## src/rtl/sipo_pkg.sv

```systemverilog
package sipo_pkg;

    localparam int SIPO_W      = 8;
    localparam int SYNC_DEPTH  = 2;

    // Per-cycle events seen by the two storage stages
    typedef struct packed {
        logic shift;   // rising edge of the shift strobe
        logic store;   // rising edge of the store strobe
        logic clear;   // clear active (already synchronised)
        logic din;     // synchronised serial bit
    } sipo_evt_t;

    typedef enum logic [1:0] {
        HOLD_ACT = 2'd0,
        COPY_ACT = 2'd1,
        ZERO_ACT = 2'd2
    } store_act_t;

    function automatic store_act_t pick_store_act(sipo_evt_t ev);
        if (!ev.store)      return HOLD_ACT;
        else if (ev.clear)  return ZERO_ACT;
        else                return COPY_ACT;
    endfunction

endpackage

```

## src/rtl/sync_chain.sv

```systemverilog
module sync_chain #(
    parameter int   DEPTH   = sipo_pkg::SYNC_DEPTH,
    parameter logic RST_VAL = 1'b0
) (
    input  logic clk,
    input  logic rst,
    input  logic din,
    output logic dout
);
    logic [DEPTH-1:0] stg;

    always_ff @(posedge clk) begin
        if (rst) stg <= {DEPTH{RST_VAL}};
        else     stg <= {stg[DEPTH-2:0], din};
    end

    assign dout = stg[DEPTH-1];

    initial begin
        AST_DEPTH_OK: assert (DEPTH >= 2);
    end
endmodule

```

## src/rtl/edge_detect.sv

```systemverilog
module edge_detect #(
    parameter int DEPTH = sipo_pkg::SYNC_DEPTH
) (
    input  logic clk,
    input  logic rst,
    input  logic strobe,
    output logic rise
);
    logic lvl;
    logic lvl_q;

    sync_chain #(.DEPTH(DEPTH), .RST_VAL(1'b0)) u_sync (
        .clk (clk),
        .rst (rst),
        .din (strobe),
        .dout(lvl)
    );

    always_ff @(posedge clk) begin
        if (rst) lvl_q <= 1'b0;
        else     lvl_q <= lvl;
    end

    assign rise = lvl & ~lvl_q;

    AST_RISE_SINGLE: assert property (@(posedge clk) disable iff (rst)
        rise |=> !rise);
endmodule

```

## src/rtl/shift_stage.sv

```systemverilog
module shift_stage
    import sipo_pkg::*;
#(
    parameter int WIDTH = SIPO_W
) (
    input  logic             clk,
    input  logic             rst,
    input  sipo_evt_t        ev,
    output logic [WIDTH-1:0] bits
);
    logic [WIDTH-1:0] nxt;

    always_comb begin
        nxt = bits;
        if (ev.clear)      nxt = '0;
        else if (ev.shift) nxt = {bits[WIDTH-2:0], ev.din};
    end

    always_ff @(posedge clk) begin
        if (rst) bits <= '0;
        else     bits <= nxt;
    end

    AST_CLEAR_EMPTIES: assert property (@(posedge clk) disable iff (rst)
        ev.clear |=> (bits == '0));
    AST_SHIFT_MOVES: assert property (@(posedge clk) disable iff (rst)
        (ev.shift && !ev.clear) |=>
            (bits[WIDTH-1:1] == $past(bits[WIDTH-2:0])) && (bits[0] == $past(ev.din)));
    AST_SHIFT_HOLDS: assert property (@(posedge clk) disable iff (rst)
        (!ev.shift && !ev.clear) |=> $stable(bits));
endmodule

```

## src/rtl/store_stage.sv

```systemverilog
module store_stage
    import sipo_pkg::*;
#(
    parameter int WIDTH = SIPO_W
) (
    input  logic             clk,
    input  logic             rst,
    input  sipo_evt_t        ev,
    input  logic [WIDTH-1:0] src,
    output logic [WIDTH-1:0] held
);
    store_act_t act;

    assign act = pick_store_act(ev);

    always_ff @(posedge clk) begin
        if (rst) begin
            held <= '0;
        end else begin
            unique case (act)
                COPY_ACT: held <= src;
                ZERO_ACT: held <= '0;
                default:  held <= held;
            endcase
        end
    end

    AST_STORE_IDLE: assert property (@(posedge clk) disable iff (rst)
        !ev.store |=> $stable(held));
    AST_STORE_COPY: assert property (@(posedge clk) disable iff (rst)
        (ev.store && !ev.clear) |=> (held == $past(src)));
    AST_STORE_CLEARED: assert property (@(posedge clk) disable iff (rst)
        (ev.store && ev.clear) |=> (held == '0));
endmodule

```

## src/rtl/latched_sipo.sv

```systemverilog
module latched_sipo
    import sipo_pkg::*;
#(
    parameter int WIDTH = SIPO_W,
    parameter int DEPTH = SYNC_DEPTH
) (
    input  logic             clk,
    input  logic             rst,
    input  logic             ser_in,
    input  logic             shift_clk,
    input  logic             store_clk,
    input  logic             clr_n,
    input  logic             oe_n,
    output logic [WIDTH-1:0] par_data,
    output logic             par_valid,
    output logic             ser_out
);
    sipo_evt_t        ev;
    logic             shift_rise;
    logic             store_rise;
    logic             din_s;
    logic             clr_n_s;
    logic [WIDTH-1:0] sh_bits;
    logic [WIDTH-1:0] st_bits;

    edge_detect #(.DEPTH(DEPTH)) u_shift_edge (
        .clk(clk), .rst(rst), .strobe(shift_clk), .rise(shift_rise)
    );
    edge_detect #(.DEPTH(DEPTH)) u_store_edge (
        .clk(clk), .rst(rst), .strobe(store_clk), .rise(store_rise)
    );
    sync_chain #(.DEPTH(DEPTH), .RST_VAL(1'b0)) u_din_sync (
        .clk(clk), .rst(rst), .din(ser_in), .dout(din_s)
    );
    sync_chain #(.DEPTH(DEPTH), .RST_VAL(1'b1)) u_clr_sync (
        .clk(clk), .rst(rst), .din(clr_n), .dout(clr_n_s)
    );

    always_comb begin
        ev.shift = shift_rise;
        ev.store = store_rise;
        ev.clear = ~clr_n_s;
        ev.din   = din_s;
    end

    shift_stage #(.WIDTH(WIDTH)) u_shift (
        .clk(clk), .rst(rst), .ev(ev), .bits(sh_bits)
    );
    store_stage #(.WIDTH(WIDTH)) u_store (
        .clk(clk), .rst(rst), .ev(ev), .src(sh_bits), .held(st_bits)
    );

    assign par_valid = ~oe_n;
    assign par_data  = oe_n ? '0 : st_bits;
    assign ser_out   = sh_bits[WIDTH-1];

    AST_CLEAR_KEEPS_STORE: assert property (@(posedge clk) disable iff (rst)
        (ev.clear && !ev.store) |=> $stable(st_bits));
    AST_RELEASED_BUS: assert property (@(posedge clk) disable iff (rst)
        oe_n |-> (par_data == '0) && !par_valid);
    AST_RESET_EMPTY: assert property (@(posedge clk)
        $past(rst) |-> (sh_bits == '0) && (st_bits == '0));
endmodule

```

## config.mk

```make
export PLATFORM = sky130hd
export DESIGN_NAME = latched_sipo
export DESIGN_NICKNAME = d
export VERILOG_FILES = /design/src/rtl/sipo_pkg.sv /design/src/rtl/sync_chain.sv /design/src/rtl/edge_detect.sv /design/src/rtl/shift_stage.sv /design/src/rtl/store_stage.sv /design/src/rtl/latched_sipo.sv
export SDC_FILE = /design/constraint.sdc
export NUM_CORES = 1
export LEC_CHECK = 0
export ABC_AREA = 1
export ABC_CLOCK_PERIOD_IN_PS = 1100
export BUFFER_PORTS_ARGS = -buffer_cell sky130_fd_sc_hd__buf_2
export CAP_MARGIN = 20
export CORE_MARGIN = 5
export CORE_UTILIZATION = 30
export CTS_CLUSTER_SIZE = 14
export DETAILED_ROUTE_END_ITERATION = 12
export PLACE_DENSITY = 0.6
export SLEW_MARGIN = 20
export SYNTH_ARGS = -nofsm -noshare
export SYNTH_HDL_FRONTEND = slang
export SYNTH_SLANG_ARGS = --single-unit
```

## constraint.sdc

```tcl
create_clock -name clk -period 1.1 [get_ports clk]
set_input_delay 0.165 -clock clk [delete_from_list [all_inputs] [get_ports clk]]
set_output_delay 0.165 -clock clk [all_outputs]
set_load 0.01 [all_outputs]
```

==> results of run 1 <==
layer usage:
metal,part of all wire (%),vias to the layer above,routed length [um],global-route usage (%)
li1,-,480,-,-
met1,51,337,850,8.71
met2,40,14,679,12.1
met3,5.9,4,99,2.13
met4,3.0,0,51,5.64
met5,0,-,0,0
cell type report:
type	instances	area, um^2	area share, %
clock buffer	4	55.1	4.39
inverter	36	138	11.0
multi-input combinational	94	400	31.9
sequential	26	520	41.5
tap	48	60.1	4.79
timing repair buffer	16	80.1	6.39
power by group through the flow:
stage | clock, mW | sequential (mW) | combinational [mW]
floorplan | 0 | 1.02 | 0.143
global placement | 0 | 1.03 | 0.166
detailed placement | 0 | 1.03 | 0.168
CTS | 0.638 | 1.01 | 0.168
global route | 0.672 | 1.01 | 0.197
finish | 0.606 | 1.01 | 0.165
cell families (layout without fill, tap and decap cells):
group                  Yosys count  in the layout  synth area share (%)
buffers and inverters           41             56                  16.6
flip-flops                      26             26                  47.3
AND/OR/NAND/NOR                 94             94                  36.1
sequential cells by signal, indices dropped and copies added (netlist names):
register	cells
u_shift_edge.u_sync.stg	2
u_shift_edge.lvl_q	1
u_store_edge.u_sync.stg	2
u_clr_sync.stg	2
u_din_sync.stg	2
u_store_edge.lvl_q	1
u_shift.bits	8
u_store.held	8
cell usage in the layout, fill, tap and decap left out, types with 2 or more instances in the layout:
cell / n
nor2_1: 46
nand2_1: 33
inv_1: 32
dfxtp_1: 26
buf_2: 16
nand3_1: 7
clkbuf_8: 4
inv_2: 3
nor2_2: 2
nand2_2: 2
or2_1: 2
repair_timing:
| action | CTS | global route |
|---|---|---|
| endpoints found under the hold margin | 0 | 0 |
| resized for setup | 0 | 1 |
| endpoints found under the setup margin | 0 | 1 |
worst max path at each step:
| stage | depth (start not counted) | start | to | slack [ns] |
|---|---|---|---|---|
| final | 3 | u_store.held[3] | par_data[3] | 0.09 |
| after global routing | 3 | u_store.held[3] | par_data[3] | 0.008 |
| after CTS | 3 | u_store.held[3] | par_data[3] | 0.07 |
| after detailed placement | 4 | u_shift_edge.u_sync.stg[1] | u_shift.bits[4] | 0.14 |
| after global placement | 4 | u_shift_edge.u_sync.stg[1] | u_shift.bits[7] | 0.14 |
| after floorplan | 4 | u_store_edge.u_sync.stg[1] | u_store.held[2] | 0.27 |
stage by stage:
step                      std cells  hold slack (ns)  area [um^2]
after floorplan                 161            0.262         1100
after global placement          220            0.346         1200
after detailed placement        220            0.344         1200
after CTS                       224           0.0600         1250
after global routing            224           0.0601         1250
final                           224           0.0693         1250
worst max-delay path: stages (launching register included):
cell	delay [ns]
dfxtp_1	0.31
inv_1	0.05
nor2_1	0.08
buf_2	0.13
==> impl_results.md, run 1 <==
* Area Overhead vs Synth at 13.9%
* H-tree levels at 1
* LEAKAGE at 0.683 nW
* Core Util, Final at 34.8%
* Synth top area cells: dfxtp_1, nor2_1, nand2_1, inv_1, nand3_1
* GRT overflow at 0
* YS warnings at 0
* Post-Syn Nets at 168
* Post-Place Worst Slack at 0.136 ns
* Worst hold path type: in2reg
* Logic gate share of total power at 9.3%
* Most frequent cells after synthesis: nor2_1, nand2_1, inv_1
* Worst EP required at 0.94 ns
* CTS tree: yes
* Die Wd at 70.6 um
* Number of global-route vias before repair at 726
* Initial Utilization at 30.5%
* Die Y at 70.6 um
* Status: complete, no violations
* WL/cell at 7.50 um
* Maximum VDD drop at 0.586 mV
* Internal Pwr Total at 1.37 mW
* Power Total at 1.78 mW
* Post-synthesis register bit count at 26
* CP arrival at 0.84 ns
* Mapped cell area at 1100 um^2
* Reg2reg path depth at 4
* Core Footprint at 3610 um^2
* R2R Setup Slk at 0.14 ns
* Final min period at 1.01 ns
* Worst skew pair latency at 0.27 ns
* Vias at 835
* Area share of the largest cell type after synthesis at 47.3%
* Post-synth EDFFs at 0
* Root Driver: clkbuf_8
* Hold Buf Count CTS at 0
* Initial antenna violation count at 0
* Max Clock Skew at 0.00484 ns
* Crit path kind: reg2out
* Setup violations, final at 0
* Final nets at 184
* Gpl congestion at 0.730
* Max Buffers Root-to-Sink at 2
* Yosys top cell by area: dfxtp_1
* Largest net degree at the start of global routing at 17
* Ys async rst share at 0%
* Number of placement rows at 22
* Vias per inst at 3.73
* Fmax at 994 MHz
* RSZ-0062 raised after global routing: false
* Port bufs at 16
* RR Endpoint: u_shift.bits[4]
* Share of layout cells above drive strength 1 at 17.0%
* Clock sink count at 26
* Sw frac at 23.1%
* Max_cap viols at 0
* Drt drc at 0
* I/O pin total at 17
* Post-CTS Setup Bufs at 0
* Final HPWL DP at 1.22 mm
* Cell with the most instances after synthesis: nor2_1
* Hold_sp: clr_n
* Total CTS buffers at 3
* Clock transition at the registers of the reported paths at 0.09 ns
* First-pass GRT wire length at 3.01 mm
* Sequential area share after synthesis at 47.3%
* Worst Path Max Fanout at 2
* Total routed wirelength at 1.68 mm
* Final Cycle Share at 91.4%
* Max Slew Vio Count at 0
* Cells after Synth at 161
* Post-DRT Antenna Nets at 0
* GR Util All Layers at 7.61%
* Setup crit end kind: output port
* Hold path endpoint: u_clr_sync.stg[0]
* Worst R2R Start: u_shift_edge.u_sync.stg[1]
* Slew at the pin with the worst max-slew slack at 0.330 ns
* Setup slack after layout at 0.0942 ns
* DR pass1 iterations at 4
* Relative slew margins at 77.9%
* Die area at 4980 um^2
* Netlist cell types at 15
* Hold path depth at 2
* DR iter-0 viols at 22
* TNS Setup at 0 ns
* Antenna cells at 0
* Top_reg_cell synth: dfxtp_1
* Pwr/cell area at 1420 nW/um^2
* Clock network fraction of total power at 34.1%
* Synth Area per Inst at 6.84 um^2
* Hold Fails Final Rpt at 0
* Seq pwr share at 56.6%
* Net Switching at 0.410 mW
* Fill cell count at 392
* Startpoint types: register
Power figures use the tool's default switching activity.
==> inputs of run 2 (changes only) <==
RECOVER_POWER = 100   (was default)
==> run 2 against run 1 <==
  * Critical path depth is the same
  * Core utilization shrank 0.38 points
  * Global-route usage stayed put
  * Cell count unchanged
  * Count of clock-buffer cells in the layout did not move
  * Non-clock buffer count did not move
  * Clock skew is 0.0019 ns lower
  * Routed wire length rose by 0.59%
  * Final area down 1.1%
  * Sequential share of layout area increased by 0.46 points
  * Hold slack better by 0.0014 ns
==> impl_results.md, run 2 (synthesis results as in run 1) <==
* Fill cell count at 396
* Post-DRT Antenna Nets at 0
* Core Footprint at 3610 um^2
* Hold Buf Count CTS at 0
* Final HPWL DP at 1.22 mm
* Max Clock Skew at 0.00290 ns
* Maximum VDD drop at 0.585 mV
* Post-Place Worst Slack at 0.136 ns
* Worst hold path type: in2reg
* Dpl cells at 220
* Die Y at 70.6 um
* Share of layout cells above drive strength 1 at 14.8%
* RSZ-0062 raised after global routing: false
* Relative slew margins at 61.7%
* WL/cell at 7.55 um
* Status: complete, no violations
* Hold Fails Final Rpt at 0
* Setup violations, final at 0
* TNS Setup at 0 ns
* Max Buffers Root-to-Sink at 2
* First-pass GRT wire length at 3.01 mm
* Startpoint types: register
* Clock sink count at 26
* Max_cap viols at 0
* Die Wd at 70.6 um
* Drt drc at 0
* Final nets at 184
* Most frequent cells in the layout: nor2_1, nand2_1, inv_1
* Antenna cells at 0
* Largest net degree at the start of global routing at 17
* Final instance area at 1240 um^2
* H-tree levels at 1
* Crit path kind: reg2out
* Area Overhead vs Synth at 12.6%
* Vias per inst at 3.72
* GR Util All Layers at 7.61%
* Gpl congestion at 0.730
* Fin Hold WS at 0.0707 ns
* CP arrival at 0.86 ns
* Number of placement rows at 22
* Initial Utilization at 30.5%
* Sequential cell area at 520 um^2
* Root Driver: clkbuf_8
* Placed cell area at 1200 um^2
* Power Total at 1.77 mW
* Initial antenna violation count at 0
* LEAKAGE at 0.660 nW
* Die area at 4980 um^2
* Clock transition at the registers of the reported paths at 0.09 ns
* DR iter-0 viols at 22
* Max Slew Vio Count at 0
* Worst Path Max Fanout at 2
* Final min period at 1.02 ns
* Largest regs: u_shift.bits: 8 flops, u_store.held: 8 flops
* DR pass1 iterations at 2
* Commonest non-fill, non-tap cell in the layout: nor2_1
* Number of global-route vias before repair at 726
* Setup slack after layout at 0.0787 ns
* Fin cells at 224
* Final Cycle Share at 92.8%
* CTS tree: yes
* Worst EP required at 0.94 ns
* Total routed wirelength at 1.69 mm
* Core Util, Final at 34.4%
* Total CTS buffers at 3
* GRT overflow at 0
* I/O pin total at 17
* Worst skew pair latency at 0.26 ns
* Footprint of the multi-input gates at 392 um^2
* Slew at the pin with the worst max-slew slack at 0.575 ns
* Port bufs at 16
* Pwr/cell area at 1430 nW/um^2
* Setup crit end kind: output port
* Vias at 833
* Fmax at 979 MHz
## run 2: report_power, final
part	leakage [nW]	internal (mW)	switching, mW
sequential	0.213	0.983	0.0239
clock	0.0288	0.319	0.281
combinational	0.419	0.0615	0.0984
total	0.660	1.36	0.403
## run 2: what timing repair did
| item | in CTS | in global routing |
|---|---|---|
| setup endpoints to repair | 0 | 1 |
| setup buffers | 0 | 0 |
| gates resized for setup | 0 | 1 |
## run 2: layout make-up
cell class / count / area share [%]
sequential: 26 / 42.0
multi-input combinational: 94 / 31.6
inverter: 36 / 11.1
timing repair buffer: 16 / 6.05
tap: 48 / 4.84
clock buffer: 4 / 4.44
## run 2: routing by layer
| layer | vias to the layer above | global-route usage [%] | part of all wire (%) |
|---|---|---|---|
| met5 | - | 0 | 0 |
| met4 | 0 | 5.64 | 3.0 |
| met3 | 4 | 2.13 | 5.0 |
| met2 | 14 | 12.1 | 41 |
| met1 | 335 | 8.71 | 51 |
| li1 | 480 | - | - |
## run 2: worst paths after layout
| path | from | endpoint | slack, ns | cells after the start |
|---|---|---|---|---|
| worst max-delay path | u_store.held[1] | par_data[1] | 0.08 | 3 |
| worst min-delay path | clr_n | u_clr_sync.stg[0] | 0.07 | 2 |
| worst max register to register | u_shift_edge.u_sync.stg[1] | u_shift.bits[4] | 0.13 | 4 |
| worst min register to register | u_shift_edge.u_sync.stg[0] | u_shift_edge.u_sync.stg[1] | 0.40 | 2 |
## run 2: worst max-delay path, stage by stage (launching register included)
cell	delay (ns)
dfxtp_1	0.31
inv_1	0.04
nor2_1	0.08
clkbuf_1	0.16
==> inputs of run 3 (changes only) <==
ABC_AREA = default   (was 1)
CORE_MARGIN = 2   (was 5)
==> run 3 against run 2 <==
  * Core utilization up 3.6 points
  * Cell count down 29%
  * Global-route usage up 0.92 points
  * Routed wire length down 19%
  * Via count down 21%
  * Maximum frequency down 5.0%
  * Sequential power down 4%
  * Synthesized cell count down 40%
  * Register-to-register slack about the same
==> impl_results.md, run 3 <==
* DR iter-0 viols at 11
* Slowest CP cell: dfxtp_2
* CTS tree: yes
* Slew at the pin with the worst max-slew slack at 0.721 ns
* Worst EP required at 0.94 ns
* Total routed wirelength at 1.37 mm
* Buffers & Inverters on Critical Path at 1
* Worst Path Max Fanout at 2
* Max_cap viols at 0
* Hold path endpoint: u_store_edge.u_sync.stg[0]
* RR Endpoint: u_store.held[7]
* Mapped cell area at 967 um^2
* LEAKAGE at 0.503 nW
* Area Overhead vs Synth at 19.9%
* Pwr/cell area at 1300 nW/um^2
* Most frequent cells after synthesis: dfxtp_1, nor2b_1
* Largest regs: u_shift.bits: 8 flops, u_store.held: 8 flops
* Post-synthesis register bit count at 26
* Maximum VDD drop at 1.02 mV
* Relative slew margins at 51.9%
* Die Wd at 60.8 um
* I/O pin total at 17
* Synth top area cells: dfxtp_1, nor2b_1, mux2i_1, buf_6, a21oi_1
* Top_reg_cell synth: dfxtp_1
* Worst hold path type: in2reg
* Core Footprint at 3050 um^2
* Area share of the largest cell type after synthesis at 53.8%
* Fin Hold WS at 0.0499 ns
* Die area at 3690 um^2
* Sequential area share after synthesis at 53.8%
* Share of layout cells above drive strength 1 at 31.6%
* Commonest non-fill, non-tap cell in the layout: dfxtp_1
* Total CTS buffers at 3
* Clock sink count at 26
* Initial antenna violation count at 0
* Gpl congestion at 0.715
* Crit path kind: reg2out
* Initial Utilization at 31.7%
* Vias per inst at 4.15
* Yosys top cell by area: dfxtp_1
* Crit path cell chain: nor2b_1 > buf_2
* Hold_sp: store_clk
* Final Cycle Share at 97.8%
* Ys async rst share at 0%
* Final min period at 1.08 ns
* Final nets at 122
* Die Y at 60.8 um
* Synth Area in Simple Gates at 26.4%
* First-pass GRT wire length at 2.30 mm
* GR Util All Layers at 8.53%
* Number of placement rows at 20
* Core Util, Final at 38.0%
* Post-DRT Antenna Nets at 0
* DR pass1 iterations at 4
* Status: complete, no violations
* Cell family with most CP delay: flip-flops
* Post-synth EDFFs at 0
* Final HPWL DP at 1.01 mm
* Setup crit end kind: output port
* CP arrival at 0.91 ns
* Synth Area in Adders at 0%
* Drt drc at 0
* WL/cell at 8.68 um
* Max Clock Skew at 0.00485 ns
* Startpoint types: register
* Synth Area per Inst at 10.1 um^2
* Synth Area in Compound Gates at 4.14%
* Post-Syn Nets at 103
* Cells after Synth at 96
* Reg2reg path depth at 3
* Worst skew pair latency at 0.31 ns
* Setup violations, final at 0
* RSZ-0062 raised after global routing: true
* GRT overflow at 0
* Largest net degree at the start of global routing at 20
* Cell with the most instances after synthesis: dfxtp_1
* Vias at 655
* Most frequent cells in the layout: dfxtp_1, nor2b_1, buf_2
* YS warnings at 0
* Hold Fails Final Rpt at 0
* Hold path depth at 2
* Power Total at 1.51 mW
* Max Slew Vio Count at 0
* Max Buffers Root-to-Sink at 2
* Root Driver: clkbuf_4
* Netlist cell types at 15
* Largest family of logic cells by synthesized area: simple AND/OR/NAND/NOR gates
* Worst R2R Start: u_store_edge.lvl_q
* XOR/XNOR share of the synthesized area at 0%
* Clock transition at the registers of the reported paths at 0.13 ns
* H-tree levels at 1
* Number of global-route vias before repair at 570
* Port bufs at 16
* Fmax at 930 MHz
* CP peak stage delay at 0.34 ns
* R2R Setup Slk at 0.14 ns
* Multiplexer share of the synthesized area at 8.28%
* Antenna cells at 0
[run 3: worst max-delay path by stage]
stage,from,endpoint,slack (ns),cells after the start
after floorplan,u_shift_edge.lvl_q,u_shift.bits[0],0.24,4
after global placement,u_store_edge.lvl_q,u_store.held[0],0.20,3
after detailed placement,u_store_edge.lvl_q,u_store.held[7],0.17,3
after CTS,u_store.held[5],par_data[5],0.003,2
after global routing,u_store.held[5],par_data[5],-0.04,2
final,u_store.held[5],par_data[5],0.02,2
[run 3: cell type report]
type | instances | area [um^2]
Tap cell | 44 | 55.1
Timing Repair Buffer | 21 | 144
Inverter | 1 | 3.75
Clock buffer | 4 | 36.3
Fill cell | 341 | 1890
Multi-Input combinational cell | 62 | 390
Sequential cell | 26 | 531
[run 3: cell families after synthesis]
logic type / after synthesis
flip-flops: 26
multiplexers: 8
buffers and inverters: 8
AO/OA/AOI/OAI: 8
AND/OR/NAND/NOR: 46
[run 3: what timing repair did]
action | in CTS | in global routing
resized for setup | 3 | 10
setup endpoints to repair | 3 | 8
setup buffers | 0 | 3
hold buffers | 0 | 1
hold endpoints to repair | 0 | 1
[run 3: report_power, final]
part	switching (mW)	internal, mW
clock	0.266	0.202
sequential	0.00834	0.957
combinational	0.0392	0.0355
[run 3: metal layers]
| metal | GRT usage (%) | share of wire (%) |
|---|---|---|
| met1 | 9.44 | 45 |
| met3 | 4.48 | 6.0 |
| met5 | 0 | 0 |
| met2 | 15.1 | 49 |
| met4 | 0.932 | 0 |
[run 3: per-stage QoR]
stage | instances | worst slack, ns | TNS, ns | area [um^2]
2_1_floorplan | 96 | 0.236 | 0 | 967
3_3_place_gp | 150 | 0.200 | 0 | 1050
3_5_place_dp | 150 | 0.166 | 0 | 1050
4_1_cts | 154 | 0.00342 | 0 | 1090
5_1_grt | 158 | -0.0448 | -0.284 | 1160
6_report | 158 | 0.0245 | 0 | 1160
